**src/rtl/pth_pkg.sv**
```systemverilog
package pth_pkg;
  typedef enum logic {
    CAP_ARMED  = 1'b0,
    CAP_FROZEN = 1'b1
  } cap_state_e;

  localparam int STATUS_FROZEN_BIT = 0;
endpackage

```
**src/rtl/pth_rst_sync.sv**
```systemverilog
module pth_rst_sync (
  input  logic clk,
  input  logic rst_n,
  output logic rst_sync_n
);
  logic stage_q;
  logic out_q;

  always_ff @(posedge clk or negedge rst_n) begin
    if (!rst_n) begin
      stage_q <= 1'b0;
      out_q   <= 1'b0;
    end else begin
      stage_q <= 1'b1;
      out_q   <= stage_q;
    end
  end

  assign rst_sync_n = out_q;
endmodule

```
**src/rtl/pth_ctrl.sv**
```systemverilog
module pth_ctrl
  import pth_pkg::*;
(
  input  logic clk,
  input  logic rst_n,
  input  logic trig_i,
  input  logic rearm_i,
  output logic shift_en_o,
  output logic frozen_o
);
  cap_state_e state_q;
  cap_state_e state_d;

  always_comb begin
    state_d = state_q;
    unique case (state_q)
      CAP_ARMED:  if (trig_i)  state_d = CAP_FROZEN;
      CAP_FROZEN: if (rearm_i) state_d = CAP_ARMED;
      default:    state_d = CAP_ARMED;
    endcase
  end

  always_ff @(posedge clk or negedge rst_n) begin
    if (!rst_n) state_q <= CAP_ARMED;
    else        state_q <= state_d;
  end

  assign shift_en_o = (state_q == CAP_ARMED);
  assign frozen_o   = (state_q == CAP_FROZEN);

  assert_freeze_on_trig_R4: assert property (@(posedge clk) disable iff (!rst_n)
    (!frozen_o && trig_i) |=> frozen_o);
  assert_trig_ignored_R5: assert property (@(posedge clk) disable iff (!rst_n)
    (frozen_o && !rearm_i) |=> frozen_o);
  assert_rearm_clears_R6: assert property (@(posedge clk) disable iff (!rst_n)
    (frozen_o && rearm_i) |=> !frozen_o);
  assert_armed_no_trig_R6: assert property (@(posedge clk) disable iff (!rst_n)
    (!frozen_o && !trig_i) |=> !frozen_o);
endmodule

```
**src/rtl/pth_lane.sv**
```systemverilog
module pth_lane #(
  parameter int DEPTH = 32
) (
  input  logic             clk,
  input  logic             rst_n,
  input  logic             shift_en_i,
  input  logic             sample_i,
  output logic [DEPTH-1:0] word_o
);
  logic [DEPTH-1:0] word_q;
  logic [DEPTH-1:0] word_d;

  always_comb begin
    word_d = word_q;
    if (shift_en_i) word_d = {word_q[DEPTH-2:0], sample_i};
  end

  always_ff @(posedge clk or negedge rst_n) begin
    if (!rst_n) word_q <= '0;
    else        word_q <= word_d;
  end

  assign word_o = word_q;

  assert_newest_sample_R2: assert property (@(posedge clk) disable iff (!rst_n)
    shift_en_i |=> (word_o[0] == $past(sample_i)));
endmodule

```
**src/rtl/pth_readmux.sv**
```systemverilog
module pth_readmux
  import pth_pkg::*;
#(
  parameter int NUM_LINES = 9,
  parameter int DEPTH     = 32,
  parameter int ADDR_W    = 4
) (
  input  logic                       clk,
  input  logic                       rst_n,
  input  logic [NUM_LINES*DEPTH-1:0] bank_i,
  input  logic                       frozen_i,
  input  logic [ADDR_W-1:0]          addr_i,
  output logic [DEPTH-1:0]           data_o
);
  logic [DEPTH-1:0] data_q;
  logic [DEPTH-1:0] data_d;
  logic [DEPTH-1:0] status_w;

  always_comb begin
    status_w = '0;
    status_w[STATUS_FROZEN_BIT] = frozen_i;
  end

  always_comb begin
    data_d = '0;
    for (int k = 0; k < NUM_LINES; k++) begin
      if (int'(addr_i) == k) data_d = bank_i[k*DEPTH +: DEPTH];
    end
    if (int'(addr_i) == NUM_LINES) data_d = status_w;
  end

  always_ff @(posedge clk or negedge rst_n) begin
    if (!rst_n) data_q <= '0;
    else        data_q <= data_d;
  end

  assign data_o = data_q;

  assert_oob_zero_R7: assert property (@(posedge clk) disable iff (!rst_n)
    (int'(addr_i) > NUM_LINES) |=> (data_o == '0));
  assert_status_flag_R7: assert property (@(posedge clk) disable iff (!rst_n)
    (int'(addr_i) == NUM_LINES) |=> (data_o[STATUS_FROZEN_BIT] == $past(frozen_i)));
endmodule

```
**src/rtl/pretrig_history.sv**
```systemverilog
module pretrig_history #(
  parameter  int NUM_LINES = 9,
  parameter  int DEPTH     = 32,
  localparam int ADDR_W    = $clog2(NUM_LINES + 1)
) (
  input  logic                 clk,
  input  logic                 rst_n,
  input  logic [NUM_LINES-1:0] lines_i,
  input  logic                 trig_i,
  input  logic                 rearm_i,
  input  logic [ADDR_W-1:0]    rd_addr_i,
  output logic [DEPTH-1:0]     rd_data_o,
  output logic                 frozen_o
);
  logic                       rst_sync_n;
  logic                       shift_en;
  logic                       frozen;
  logic [NUM_LINES*DEPTH-1:0] bank;

  pth_rst_sync i_rst_sync (
    .clk        (clk),
    .rst_n      (rst_n),
    .rst_sync_n (rst_sync_n)
  );

  pth_ctrl i_ctrl (
    .clk        (clk),
    .rst_n      (rst_sync_n),
    .trig_i     (trig_i),
    .rearm_i    (rearm_i),
    .shift_en_o (shift_en),
    .frozen_o   (frozen)
  );

  for (genvar g = 0; g < NUM_LINES; g++) begin : g_lane
    pth_lane #(.DEPTH(DEPTH)) i_lane (
      .clk        (clk),
      .rst_n      (rst_sync_n),
      .shift_en_i (shift_en),
      .sample_i   (lines_i[g]),
      .word_o     (bank[g*DEPTH +: DEPTH])
    );
  end

  pth_readmux #(
    .NUM_LINES (NUM_LINES),
    .DEPTH     (DEPTH),
    .ADDR_W    (ADDR_W)
  ) i_readmux (
    .clk      (clk),
    .rst_n    (rst_sync_n),
    .bank_i   (bank),
    .frozen_i (frozen),
    .addr_i   (rd_addr_i),
    .data_o   (rd_data_o)
  );

  assign frozen_o = frozen;

  assert_hold_frozen_R3: assert property (@(posedge clk) disable iff (!rst_sync_n)
    frozen_o |=> $stable(bank));
  assert_capture_needs_trig_R4: assert property (@(posedge clk) disable iff (!rst_sync_n)
    $rose(frozen_o) |-> $past(trig_i));
endmodule

```
**config.mk**
```make
export PLATFORM = sky130hd
export DESIGN_NAME = pretrig_history
export DESIGN_NICKNAME = d
export VERILOG_FILES = /design/src/rtl/pth_pkg.sv /design/src/rtl/pth_rst_sync.sv /design/src/rtl/pth_ctrl.sv /design/src/rtl/pth_lane.sv /design/src/rtl/pth_readmux.sv /design/src/rtl/pretrig_history.sv
export SDC_FILE = /design/constraint.sdc
export NUM_CORES = 1
export LEC_CHECK = 0
export BUFFER_PORTS_ARGS = -buffer_cell sky130_fd_sc_hd__buf_2
export CAP_MARGIN = 20
export CELL_PAD_IN_SITES_DETAIL_PLACEMENT = 1
export CELL_PAD_IN_SITES_GLOBAL_PLACEMENT = 1
export CORE_MARGIN = 1
export CORE_UTILIZATION = 54
export CTS_BUF_LIST = sky130_fd_sc_hd__clkbuf_4 sky130_fd_sc_hd__clkbuf_8
export CTS_CLUSTER_DIAMETER = 120
export DETAILED_ROUTE_END_ITERATION = 10
export HOLD_SLACK_MARGIN = 0.03
export PLACE_DENSITY_LB_ADDON = 0.2
export SETUP_SLACK_MARGIN = 0.15
export SLEW_MARGIN = 30
export SYNTH_ARGS = -nofsm -noshare
export SYNTH_HDL_FRONTEND = slang
export SYNTH_SLANG_ARGS = --single-unit
```
**constraint.sdc**
```tcl
create_clock -name clk -period 13.4 [get_ports clk]
set_input_delay 2.68 -clock clk [delete_from_list [all_inputs] [get_ports clk]]
set_output_delay 2.68 -clock clk [all_outputs]
set_load 0.1 [all_outputs]
```
# --- Yosys cells after proc, flatten, opt, wreduce, memory -nomap -nowiden ---
# Cells that the tools add are included.
classes:
  eq_ne: 9
  muxes: 13
  reduce_logical: 1
  n_bitwise: 1
op_table:
  columns: ["op", "count"]
  rows:
  - ["two-way mux 32 bit", 10]
  - ["equality test 4 bit, second input constant", 6]
  - ["equality test 4 x 3 -> 1 bit, second input constant", 2]
  - ["equality test 4 x 2 -> 1 bit, second input constant", 1]
  - ["zero test 4 bit", 1]
  - ["two-way mux 1 bit", 2]
  - ["case mux 1 bit (2 select lines)", 1]
  - ["inverter 1 bit", 1]
word_totals:
  in_bits: 17
  out_inout_bits: 33
  regBits: 323
  elab_cells: 37

# --- Longest topological paths before layout ---
depth:
  word_depth: 11
  depth_mapped: 7
  depth_no_buf: 4

# --- Hierarchy ---
# A second synthesis with hierarchy kept.
unflattened:
  cells_unflattened: 1140
  area_unflattened_um2: 16366.9
by_module_without_submodules:
  columns: ["mod", "seq_area_each_um2", "n_inst", "area_each_um2", "cells_each"]
  rows:
  - ["pth_lane", 800.8, 9, 1345.0, 68]
  - ["pth_readmux", 800.8, 1, 4164.0, 521]
  - ["pth_rst_sync", 50.0, 1, 53.8, 3]
  - ["pth_ctrl", 25.0, 1, 43.8, 4]

# --- Worst setup path after synthesis ---
# Ideal clock, no wire load.
synth_path:
  path_type: "input -> register"
  start: "input port rd_addr_i[0]"
  end: "register i_readmux.data_q[16] (netlist: i_readmux.data_o[16])"
  setup_ps: 87
  t_required_ps: 13313
  arrival_ps: 3850
  setup_slack_ps: 9463
  path_stages: 6
  n_path_buf: 3
  path_cell_list: "buf_6 > or4b_4 > and2_1 > buf_2 > buf_6 > a211oi_2"
synth_between:
  elab_chain_cells: 11
  elab_cells_between_ends: 20
synth_lines:
  columns: ["element", "line", "source"]
  rows:
  - ["start: declaration", "pretrig_history.sv:11", "input logic [ADDR_W-1:0] rd_addr_i,"]
  - ["zero test 4 bit", "pth_readmux.sv:27", "if (int'(addr_i) == k) data_d = bank_i[k*DEPTH +: DEPTH];"]
  - ["two-way mux 32 bit (9 in a row)", "pth_readmux.sv:27", null]
  - ["two-way mux 32 bit *", "pth_readmux.sv:29", "if (int'(addr_i) == NUM_LINES) data_d = status_w;"]
  - ["net i_readmux.data_d[16]", "pth_readmux.sv:16", "logic [DEPTH-1:0] data_d;"]
  - ["end signal: assignment", "pth_readmux.sv:34", "else data_q <= data_d;"]
  - ["end: declaration", "pth_readmux.sv:15", "logic [DEPTH-1:0] data_q;"]
# Mark *: on every way through the listed nets, which the timed path passes. The rest lies on a longest branch.
# A chain may end at the register's enable or synchronous reset.

# --- Final worst setup path ---
layout_path:
  start: "input port rd_addr_i[0]"
  end: "register i_readmux.data_q[10] (netlist: i_readmux.data_o[10])"
# The elaborated chain is that of the path after synthesis.

==> key figures <==
Timing
  • Fin. Hold Viols: 0
  • Final setup fails: 0
  • Worst-margin pin slew: about 1.1 ns
  • Slew HR: 29.44%
  • RSZ-0062 raised after global routing: no
  • Sum Neg Setup Slack: 0 ns
  • Fin. max-slew vios: 0
  • Period Utilization, post-route: 38.01%
  • Min Clock Period, post-route: 5.094 ns
  • Fmax: 196.3 MHz
  • Worst Clk Skew: 0.02116 ns

Floorplanning
  • FP Rows: 59
  • Die X: ~170 um
  • Chip height: 165.5 um
  • Initial Util: 55.26%
  • Area of the die: between 20000 and 30000 um2
  • Core Region: 26130 um2
  • Io pins: 50

Logic synthesis
  • Top-count cell post-synth: dfrtp_1
  • Yosys warning count: 0
  • Mapped Area: about 14000 um2
  • Seq/Total Area, Yosys: approximately 56%
  • FFs w/ async S/R, synth: 100.0%
  • Syn Area/Cell: 13.69 um2
  • Total nets after synthesis: 1072
  • Yosys cell types: 47
  • Syn Inst Count: 1055
  • Share of the synthesized area in the top cell type: 55.97%
  • Synth area leader: dfrtp_1
  • Number of synthesized flops with an enable pin: 0
  • Synth Flop Type: dfrtp_1
  • Synth top area cells: dfrtp_1, mux2_2, mux2i_1
  • Synth top cells by count: dfrtp_1, mux2_2, mux2i_1, o22ai_1, nor2_1
  • Yosys reg bits: 323

Clocking
  • Reg clk slew, reported paths: 0.06 ns
  • Cts repair resizes: 0
  • H-tree levels: 2
  • TritonCTS Buffers: 53
  • Clock Latency Late Sink: 0.58 ns
  • CTS Root Buffer Type: clkbuf_8
  • Post-CTS Hold Buffers: 0
  • CTS tree: built
  • Clock sinks: around 320
  • Post-CTS setup repair buffer count: 0
  • Clk buf depth: 3

Placed design
  • RePlAce Congestion: 0.7931
  • Dpl cells: 1370
  • Detailed placer's ending HPWL: 21.60 mm
  • Port bufs: 49

Hold path
  • Worst min path class: flip-flop to async pin

Power
  • Leak: a little over 0.007 uW
  • Pwr Total: 3513 uW
  • PwrDens: 219.9 nW/um2
  • Worst vdd ir: about 0.00014 V

Layout
  • Area delta synth->final: 10.60%
  • Final net count: around 1100
  • Fin util: 61.12%
  • Fill cells: 2507
  • Fin cells: between 1000 and 1500
  • Share of layout cells above drive strength 1: between 40% and 50%
  • N_diodes: 0

GRT
  • GR Overflow Total: 0
  • Largest net degree at the start of global routing: 181
  • GRT Total Usage: 26.44%
  • Number of global-route vias before repair: 9637
  • Antenna violations before repair: 0
  • First-pass GRT wire length: 54.66 mm

Worst setup path
  • Worst-path fanout max: 51
  • Crit path cell chain: buf_4 -> buf_4 -> nand3b_1 -> o21ai_0 -> nor2_1 -> a211oi_1
  • Crit. End Element: flip-flop
  • Critical R2R Capture: g_lane[1].i_lane.word_o[14]
  • CP dominant cell by count: buf_4
  • Worst Path Required: 13.86 ns
  • Reg-to-reg setup timing slack: roughly 11 ns
  • R2R Path Start: i_rst_sync.rst_sync_n
  • CP Class: input pin to flip-flop
  • CP max stage cell: nand3b_1
  • Reg2reg path depth: 3
  • Crit-path leading delay family: buffers and inverters
  • Buffer and inverter count on the worst path: 2
  • Critical path launch point type: input pin
  • Crit path arrival time: 5.55 ns
  • Stages on worst setup path: 6
  • Slowest stage delay, CP: approximately 0.9 ns

Route
  • Vias: 8794
  • Drt first pass iters: 8
  • Via density: 6.019
  • DRT met1 WL: about 15 mm
  • Residual DRC: 11
  • Drt total wl: ~35 mm
  • Antenna-violating nets left: 0
  • 1st-iter DRT viols: 543
  • Drt wl/cell: 23.98 um
  • Max layer used: met4
  • Met2 WL: 17.65 mm
  • Metal3 WL: 1.447 mm

Run status
  • Status: finished with violations
  • Failing checks: DRC

Flow run
  • Number of max-cap violations: 0
area by class of cell:
| cell class | count | area (um2) | area share [%] |
|---|---|---|---|
| inverter | 2 | 7.507 | 0.04700 |
| sequential | 323 | 8090 | 50.65 |
| tap | 335 | 419.2 | 2.624 |
| clock inverter | 7 | 40.04 | 0.2507 |
| clock buffer | 83 | 1049 | 6.564 |
| timing repair buffer | 61 | 410.4 | 2.569 |
| multi-input combinational | 650 | 5957 | 37.29 |
state kept, by name (all words and copies together) (netlist names):
| register | flops |
|---|---|
| i_rst_sync.stage_q | 1 |
| g_lane.i_lane.word_o | 288 |
| i_ctrl.frozen_o | 1 |
| i_rst_sync.rst_sync_n | 1 |
| i_readmux.data_o | 32 |
worst reg2reg max path, stage by stage, from the launching register on:
cell,delay [ns]
dfrtp_4,0.75
buf_12,0.39
buf_16,0.45
buf_6,0.69
placed cells by master (no fill, tap or decap), types with 4 or more instances in the layout:
cell and count:
dfrtp_1 321, mux2_2 318, mux2i_1 70, clkbuf_8 68, buf_2 48, o22ai_1 43
nor2_1 35, o21ai_0 32, a21oi_1 17, clkbuf_4 15, nand2b_1 12, nand2_1 12
a211oi_2 12, o21ai_1 11, nor2b_1 8, buf_4 7, o221ai_1 6, a211oi_1 6
a2bb2oi_1 5, o22a_1 5, nor3_1 5, a22o_1 5, o211ai_1 5, clkinv_2 5
nor3b_1 4
where the power goes:
part | total (uW) | internal [uW] | switching (uW)
Combinational | 908 | 467 | 442
Clock | 878 | 493 | 385
Sequential | 1730 | 1380 | 346
kinds of logic after synthesis:
group                  after synthesis  share of synthesized area [%]
and+or+nand+nor                     92                          3.249
buffers and inverters               82                          2.842
other                                1                        0.02597
AOI/OAI and AO/OA                  168                          8.109
muxes                              389                          29.80
DFF                                323                          55.97
stage by stage:
step / worst slack, ns / hold WS (ns) / cell area (um2)
floorplan: 3.731 / 0.3312 / 14440
global placement: 7.863 / 0.3392 / 14810
detailed placement: 7.705 / 0.3127 / 14850
CTS: 8.348 / 0.3215 / 15940
global route: 8.154 / 0.3521 / 15970
finish: 8.306 / 0.3051 / 15970
routing by layer:
layer / up-vias / global-route usage [%]
met1: 4612 / 34.82
met2: 187 / 44.38
met5: - / 0
li1: 3948 / -
met3: 47 / 4.271
met4: 0 / 9.050
how the worst max path moves through the flow:
stage	startpoint	end
final	rd_addr_i[0]	i_readmux.data_o[10]
after global placement	rd_addr_i[0]	i_readmux.data_o[6]
after detailed placement	rd_addr_i[2]	i_readmux.data_o[12]
after floorplan	i_rst_sync.rst_sync_n	g_lane[0].i_lane.word_o[0]
after global routing	rd_addr_i[0]	i_readmux.data_o[10]
after CTS	rd_addr_i[2]	i_readmux.data_o[12]
No activity file was read; power rests on OpenSTA's default activity.
